`src/rtl/irq_seq_pkg.sv`:
```
package irq_seq_pkg;
   localparam int unsigned OPC_W = 5;
   localparam logic [OPC_W-1:0] SETVEC_OPC = 5'b01111;
   localparam logic [OPC_W-1:0] RETI_OPC   = 5'b01110;

   typedef enum logic [1:0] {
      OP_NONE   = 2'd0,
      OP_SETVEC = 2'd1,
      OP_RETI   = 2'd2
   } irq_op_e;

   typedef enum logic [1:0] {
      ACT_IDLE = 2'd0,
      ACT_TAKE = 2'd1,
      ACT_RET  = 2'd2
   } chk_act_e;
endpackage

```
`src/rtl/irq_op_decode.sv`:
```
module irq_op_decode
   import irq_seq_pkg::*;
#(
   parameter int unsigned INSTR_W = 16,
   parameter int unsigned SEL_W   = 3
) (
   input  logic               valid,
   input  logic [INSTR_W-1:0] instr,
   output logic [SEL_W-1:0]   sel,
   output irq_op_e            op
);
   localparam int unsigned LOW_W = INSTR_W - OPC_W - SEL_W;

   if (LOW_W < 1) begin : g_bad_fields
      $error("irq_op_decode: INSTR_W too small for opcode and select fields");
   end

   logic [OPC_W-1:0] opc;
   logic [LOW_W-1:0] low;

   assign opc = instr[INSTR_W-1 -: OPC_W];
   assign sel = instr[INSTR_W-OPC_W-1 -: SEL_W];
   assign low = instr[LOW_W-1:0];

   always_comb begin
      op = OP_NONE;
      if (valid && low == '0) begin
         if (opc == SETVEC_OPC)
            op = OP_SETVEC;
         else if (opc == RETI_OPC && sel == '0)
            op = OP_RETI;
      end
   end
endmodule

```
`src/rtl/irq_vsync_event.sv`:
```
module irq_vsync_event #(
   parameter int unsigned SYNC_STAGES = 0
) (
   input  logic clk,
   input  logic rst_n,
   input  logic vsync,
   input  logic take,
   output logic pending
);
   logic vs_s;
   logic vs_q;

   if (SYNC_STAGES > 4) begin : g_bad_sync
      $error("irq_vsync_event: SYNC_STAGES above 4 is not supported");
   end

   if (SYNC_STAGES == 0) begin : g_direct
      assign vs_s = vsync;
   end else begin : g_sync
      logic [SYNC_STAGES-1:0] chain;
      always_ff @(posedge clk or negedge rst_n) begin
         if (!rst_n) chain <= '0;
         else        chain <= {chain[SYNC_STAGES-2:0], vsync};
      end
      assign vs_s = chain[SYNC_STAGES-1];
   end

   always_ff @(posedge clk or negedge rst_n) begin
      if (!rst_n) begin
         vs_q    <= 1'b0;
         pending <= 1'b0;
      end else begin
         vs_q <= vs_s;
         if (vs_s && !vs_q)
            pending <= 1'b1;
         else if (take)
            pending <= 1'b0;
      end
   end
endmodule

```
`src/rtl/irq_chk_arbiter.sv`:
```
module irq_chk_arbiter
   import irq_seq_pkg::*;
(
   input  logic     chk_req,
   input  logic     reti_wait,
   input  logic     vec_nz,
   input  logic     busy,
   input  logic     pending,
   output chk_act_e act
);
   always_comb begin
      act = ACT_IDLE;
      if (chk_req) begin
         if (reti_wait)
            act = ACT_RET;
         else if (vec_nz && !busy && pending)
            act = ACT_TAKE;
      end
   end
endmodule

```
`src/rtl/irq_sequencer.sv`:
```
module irq_sequencer
   import irq_seq_pkg::*;
#(
   parameter int unsigned PC_W        = 16,
   parameter int unsigned INSTR_W     = 16,
   parameter int unsigned SEL_W       = 3,
   parameter int unsigned SYNC_STAGES = 0
) (
   input  logic               clk,
   input  logic               rst_n,
   input  logic               vsync,
   input  logic               dec_valid,
   input  logic [INSTR_W-1:0] dec_instr,
   output logic [SEL_W-1:0]   src_sel,
   input  logic [PC_W-1:0]    src_data,
   input  logic               chk_req,
   input  logic [PC_W-1:0]    resume_pc,
   output logic               chk_done,
   output logic               redirect,
   output logic [PC_W-1:0]    redirect_pc,
   output logic               in_service
);
   if (PC_W < 2) begin : g_bad_pc
      $error("irq_sequencer: PC_W must be at least 2");
   end
   if (SEL_W < 1) begin : g_bad_sel
      $error("irq_sequencer: SEL_W must be at least 1");
   end

   irq_op_e   op;
   chk_act_e  act;
   logic      pending;
   logic      reti_wait;
   logic [PC_W-1:0] isr_q;
   logic [PC_W-1:0] ret_q;

   irq_op_decode #(
      .INSTR_W (INSTR_W),
      .SEL_W   (SEL_W)
   ) u_dec (
      .valid (dec_valid),
      .instr (dec_instr),
      .sel   (src_sel),
      .op    (op)
   );

   irq_vsync_event #(
      .SYNC_STAGES (SYNC_STAGES)
   ) u_evt (
      .clk     (clk),
      .rst_n   (rst_n),
      .vsync   (vsync),
      .take    (act == ACT_TAKE),
      .pending (pending)
   );

   irq_chk_arbiter u_arb (
      .chk_req   (chk_req),
      .reti_wait (reti_wait),
      .vec_nz    (isr_q != '0),
      .busy      (in_service),
      .pending   (pending),
      .act       (act)
   );

   always_ff @(posedge clk or negedge rst_n) begin
      if (!rst_n) begin
         isr_q     <= '0;
         reti_wait <= 1'b0;
      end else begin
         if (op == OP_SETVEC)
            isr_q <= src_data;
         if (op == OP_RETI)
            reti_wait <= 1'b1;
         else if (act == ACT_RET)
            reti_wait <= 1'b0;
      end
   end

   always_ff @(posedge clk or negedge rst_n) begin
      if (!rst_n) begin
         ret_q       <= '0;
         in_service  <= 1'b0;
         chk_done    <= 1'b0;
         redirect    <= 1'b0;
         redirect_pc <= '0;
      end else begin
         chk_done <= chk_req;
         redirect <= 1'b0;
         unique case (act)
            ACT_TAKE: begin
               redirect    <= 1'b1;
               redirect_pc <= isr_q;
               ret_q       <= resume_pc;
               in_service  <= 1'b1;
            end
            ACT_RET: begin
               redirect    <= 1'b1;
               redirect_pc <= ret_q;
               in_service  <= 1'b0;
            end
            default: ;
         endcase
      end
   end
endmodule

```
`config.mk`:
```
export PLATFORM = sky130hd
export DESIGN_NAME = irq_sequencer
export DESIGN_NICKNAME = d
export VERILOG_FILES = /design/src/rtl/irq_seq_pkg.sv /design/src/rtl/irq_op_decode.sv /design/src/rtl/irq_vsync_event.sv /design/src/rtl/irq_chk_arbiter.sv /design/src/rtl/irq_sequencer.sv
export SDC_FILE = /design/constraint.sdc
export NUM_CORES = 1
export LEC_CHECK = 0
export BUFFER_PORTS_ARGS = -buffer_cell sky130_fd_sc_hd__buf_2
export CELL_PAD_IN_SITES_DETAIL_PLACEMENT = 0
export CELL_PAD_IN_SITES_GLOBAL_PLACEMENT = 1
export CORE_UTILIZATION = 41
export CTS_BUF_LIST = sky130_fd_sc_hd__clkbuf_4 sky130_fd_sc_hd__clkbuf_8
export CTS_CLUSTER_DIAMETER = 80
export DETAILED_ROUTE_END_ITERATION = 8
export HOLD_SLACK_MARGIN = 0.12
export PLACE_DENSITY_LB_ADDON = 0.1
export RECOVER_POWER = 100
export SLEW_MARGIN = 10
export SYNTH_ARGS = -nofsm -noshare
export SYNTH_HDL_FRONTEND = slang
export SYNTH_HIERARCHICAL = 1
export SYNTH_SLANG_ARGS = --single-unit
```
`constraint.sdc`:
```
create_clock -name clk -period 2.35 [get_ports clk]
set_clock_uncertainty 0.1 [all_clocks]
set_input_delay 0.705 -clock clk [delete_from_list [all_inputs] [get_ports clk]]
set_output_delay 0.705 -clock clk [all_outputs]
set_load 0.005 [all_outputs]
```
## After elaboration in Yosys (flattened, before gate mapping)

Cells that the tools add are included.

- Flip-flop bits (word level): 54
- Input bits: 53
- Output and inout port bits: 22

- Equal/unequal tests: 6
- Mux-type cells: 13
- Reductions and logical operators: 14

Operators with widths:

| cell | count |
|---|---|
| $pmux W16 S2 | 1 |
| $reduce_bool A16 Y1 | 1 |
| $eq A5 B4 Y1 const B | 2 |
| $mux W2 | 5 |
| $logic_not A8 Y1 | 1 |
| $mux W1 | 6 |
| $reduce_bool A2 Y1 | 3 |
| $logic_and A1 B1 Y1 | 5 |
| $eq A2 B1 Y1 const B | 2 |
| $eq A2 B2 Y1 const B | 2 |
| $logic_not A3 Y1 | 1 |
| $logic_not A1 Y1 | 2 |
| $pmux W1 S2 | 1 |
| $reduce_or A2 Y1 | 1 |

## Logic depth before layout (Yosys ltp)

- Word-level depth: 9
- Mapped depth: 9
- Gate-level depth less buffers: 7

## Hierarchy

Netlist, hierarchy kept.

Modules (own cells, without submodules):

| module | instances | cells each | area each (µm²) |
|---|---|---|---|
| irq_sequencer | 1 | 158 | 2182.1 |
| irq_op_decode | 1 | 11 | 73.8 |
| irq_vsync_event | 1 | 5 | 70.1 |
| irq_chk_arbiter | 1 | 3 | 18.8 |

## Least setup slack after synthesis

OpenSTA, ideal clock, no wires.

- Path kind: input port to flip-flop
- Start point: input port dec_instr[11]
- End point: register isr_q[0]
- Library setup time: 0.125 ns
- Arrival time: 2.019 ns
- Data required time: 2.125 ns
- Path slack: 0.106 ns
- Cell stages on the path: 6
- Cells stage by stage: or4_1 -> nor2_1 -> nor2b_4 -> buf_6 -> buf_12 -> mux2_4

- Word-level cells in the longest chain between the ends: 6

RTL lines:

| element | RTL line | text |
|---|---|---|
| from (decl) | irq_sequencer.sv:13 | `input logic [INSTR_W-1:0] dec_instr,` |
| $eq A5 B4 Y1 | irq_op_decode.sv:30 | `else if (opc == RETI_OPC && sel == '0)` |
| $logic_and A1 B1 Y1 | irq_op_decode.sv:30 |  |
| $mux W2 | irq_op_decode.sv:30 |  |
| $mux W2 * | irq_op_decode.sv:28 | `if (opc == SETVEC_OPC)` |
| $mux W2 * | irq_op_decode.sv:27 | `if (valid && low == '0) begin` |
| named net op[1] | irq_sequencer.sv:30 | `irq_op_e op;` |
| $eq A2 B1 Y1 * | irq_sequencer.sv:71 | `if (op == OP_SETVEC)` |
| to (signal assigned) | irq_sequencer.sv:72 | `isr_q <= src_data;` |
| to (decl) | irq_sequencer.sv:34 | `logic [PC_W-1:0] isr_q;` |

Mark *: on every way through the listed nets, which the timed path passes. The rest lies on a longest branch.
A chain may end at the register's enable or synchronous reset.

## Worst setup path after layout

- Start point: register isr_q[1]
- End point: register ret_q[6]

- Word-level cells in the longest chain between the ends: 7

RTL lines:

| element | RTL line | text |
|---|---|---|
| $reduce_bool A16 Y1 | irq_sequencer.sv:60 | `.vec_nz (isr_q != '0),` |
| $logic_and A1 B1 Y1 (2 in a row) | irq_chk_arbiter.sv:16 | `else if (vec_nz && !busy && pending)` |
| $mux W1 | irq_chk_arbiter.sv:16 |  |
| $mux W2 | irq_chk_arbiter.sv:14 | `if (reti_wait)` |
| $mux W2 | irq_chk_arbiter.sv:13 | `if (chk_req) begin` |
| named net act[0] | irq_sequencer.sv:31 | `chk_act_e act;` |
| $eq A2 B1 Y1 | irq_sequencer.sv:90 | `unique case (act)` |
| to (signal assigned) | irq_sequencer.sv:94 | `ret_q <= resume_pc;` |
| to (decl) | irq_sequencer.sv:35 | `logic [PC_W-1:0] ret_q;` |

The timed path passes the listed nets, and every way through them passes these cells.

==> results.cfg <==
[yosys]
synth.distinct_cells = 23
synth_compound_area_frac = 0.0443
post_synth_inst_count = 177
synth-xor-area-share = 0
synth_ff_type = dfrtp_1
synth_area_leaders = dfrtp_1 (58%), mux2_2 (11%), mux2i_1 (6.8%)
syn_avg_cell_area_um2 = 13.2
yosys.area_share.simple = 0.0747
synth_top_family_by_area = multiplexers
synth_fa_ha_area_frac = 0.0107
synth_seq_cells = 54
yosys_warnings = 6
yosysTopAreaCellShare = 0.576
async_reset_ff_frac = 1.00
post-synth-top-area-cell = dfrtp_1
muxShareOfSynthArea = 0.238
syn_nets = 232
synth_area_um2 = 2340
synth_edf_count = 0
seq_area_frac_synth = 0.576
synth.most_common_cell = dfrtp_1
synthTopCellsByCount = dfrtp_1 (54), mux2_2 (22), nand2_1 (17), o21ai_0 (17), mux2i_1 (16)

[routing]
drtAntennaViolNets = 0
drc = 0
vias_per_cell = 4.74
wl_mm = 4.44
wl_per_cell_um = 13.7
vias = 1541
drt_iter0_markers = 60
drtPass1Iterations = 4

[cts]
ctsRootBufferMaster = clkbuf_8
cts.sinks = 54
cts_made_buffers = 5
cts_tree = built
htreeDepth = 2
clock_latency_ps = 300
cts_buffer_depth = 2
cts.repair.resized = 0
clkTransAtPathRegs_ps = 90
cts_setup_buffers = 0
hold_buffers = 0

[status]
outcome = complete, no violations

[timing]
drv_slew = 0
finalSetupTns_ps = 0
max_clock_freq_mhz = 469
finalSetupViolCount = 0
max-slew-margin-rel = 0.131
hold_viol = 0
worstMarginPinSlew_ps = 1300
finalCritPeriodShare = 0.908
layout_min_cycle_time_ps = 2130
rsz0062_at_grt = no

[critical_path]
rrSetupSlack_ps = 220
criticalPathCategory = reg2reg
startpoint_type = flop
crit_fanout = 8
r2r_start = isr_q[1]$_DFFE_PN0N_
critical_path_required_ps = 2440
arrival_ps = 2220
crit_slowest_cell = dfrtp_1
r2r-end = ret_q[6]$_DFFE_PN0P_
r2r_cells = 6
cp_num_buf_inv = 1
cp_cell_sequence = nor4_1 -> nand4_1 -> and4_1 -> ha_1 -> clkbuf_1 -> mux2_2
slowest_delay_ps = 410
cp-end-kind = flop
crit_family = simple AND/OR/NAND/NOR gates

[job]
maxCapViolations = 0

[global_route]
grt_pass1_wl_mm = 7.27
grt_max_degree = 55
antenna_found_initial = 0
grt_overflow_total = 0
grt_pass1_vias = 1515
grt_usage = 0.157

[floorplan]
dieArea_um2 = 6030
start_util = 0.426
die_y_um = 77.6
pin_count = 75
die_width_um = 77.6
coreArea_um2 = 5510
num_rows = 27

[power_and_ir_drop]
power.density_nw_per_um2 = 634
ir_worst_vdd_v = 0.000382
p_leak_nw = 1.44

[place]
dpl_cell_area_um2 = 2790
hpwl_mm = 3.31
gp_congestion = 0.705
port_buffers = 74

[layout]
drive_above_1_share = 0.415
areaGrowthSynthToFinish_pct = 20.7
final_util = 0.514
insertedDiodeCount = 0
fin_area_um2 = 2830
nets = 308

[hold_path]
hold_end = u_evt/pending$_DFFE_PN0P_
hold_class = reg2reg
holdPathStages = 1
worstHoldStart = u_evt/vs_q$_DFF_PN0_
-- cell type report --
cell class,count,area [um2]
fill,506,2680
sequential,54,1350
multi-input combinational,102,825
timing repair buffer,82,422
tap,72,90.1
clock buffer,6,82.6
clock inverter,1,30.0
inverter,8,30.0
-- worst max path at each step --
stage	startpoint	endpoint	slack (ps)	cells past startpoint
CTS	isr_q[1]$_DFFE_PN0N_	redirect_pc[8]$_DFFE_PN0P_	230	8
detailed placement	dec_instr[5]	isr_q[6]$_DFFE_PN0N_	20	7
finish	isr_q[1]$_DFFE_PN0N_	ret_q[6]$_DFFE_PN0P_	220	6
floorplan	dec_instr[11]	isr_q[0]$_DFFE_PN0N_	110	6
global route	isr_q[1]$_DFFE_PN0N_	ret_q[5]$_DFFE_PN0P_	60	6
global placement	dec_instr[15]	isr_q[10]$_DFFE_PN0N_	10	7
-- sequential cells by signal (all words and copies together) (netlist names) --
signal / flops
isr_q: 16
u_evt/vs_q: 1
chk_done: 1
redirect_pc: 16
redirect: 1
u_evt/pending: 1
ret_q: 16
in_service: 1
reti_wait: 1
-- metal layers --
layer / GRT usage / routed length, um / part of all wire
met4: 0.0396 / 36 / 0.0081
met3: 0.0376 / 209 / 0.047
met5: 0 / 0 / 0
met1: 0.216 / 2110 / 0.48
met2: 0.248 / 2080 / 0.47
-- worst reg2reg max path: cells and delay by family (launching register included) --
kind          cells  cell delay (ps)
simple gates      3              710
mux               1              340
fa+ha+maj         1              200
buf+inv           1              260
flops             1              410
-- logic make-up after synthesis --
kind of cell,after synthesis
buffers and inverters,21
AND/OR/NAND/NOR,33
multiplexers,48
flip-flops,54
AO/OA/AOI/OAI,19
adder cells (fa/ha/maj),2
-- metrics by stage --
step	setup WS, ps	instances	hold WS [ps]	power [W]
after global routing	63.0	325	373	0.00188
after detailed placement	16.1	318	345	0.00120
after floorplan	106	177	309	0.00110
after CTS	228	325	297	0.00183
final	217	325	351	0.00179
after global placement	14.6	318	336	0.00120
-- power by group --
| part | switching [W] | internal, W |
|---|---|---|
| Clock | 0.000283 | 0.000341 |
| Sequential | 0.0000270 | 0.000981 |
| Combinational | 0.0000747 | 0.0000885 |
| Total | 0.000384 | 0.00141 |
-- layout by cell type (no fill, tap or decap), drive strengths merged --
cell type  Yosys  routed
and2           1       1
and4           1       1
buf           10      70
bufinv         0       1
clkbuf         3      18
dfrtp         54      54
ha             2       2
inv            8       8
mux2          32      32
mux2i         16      16
nand2         17      17
nand4          2       2
nor2           3       3
nor2b          1       1
nor4           4       4
nor4b          3       3
o21ai         17      17
o22ai          2       2
or4            1       1
Note: power is estimated with default switching activity, not from simulation.
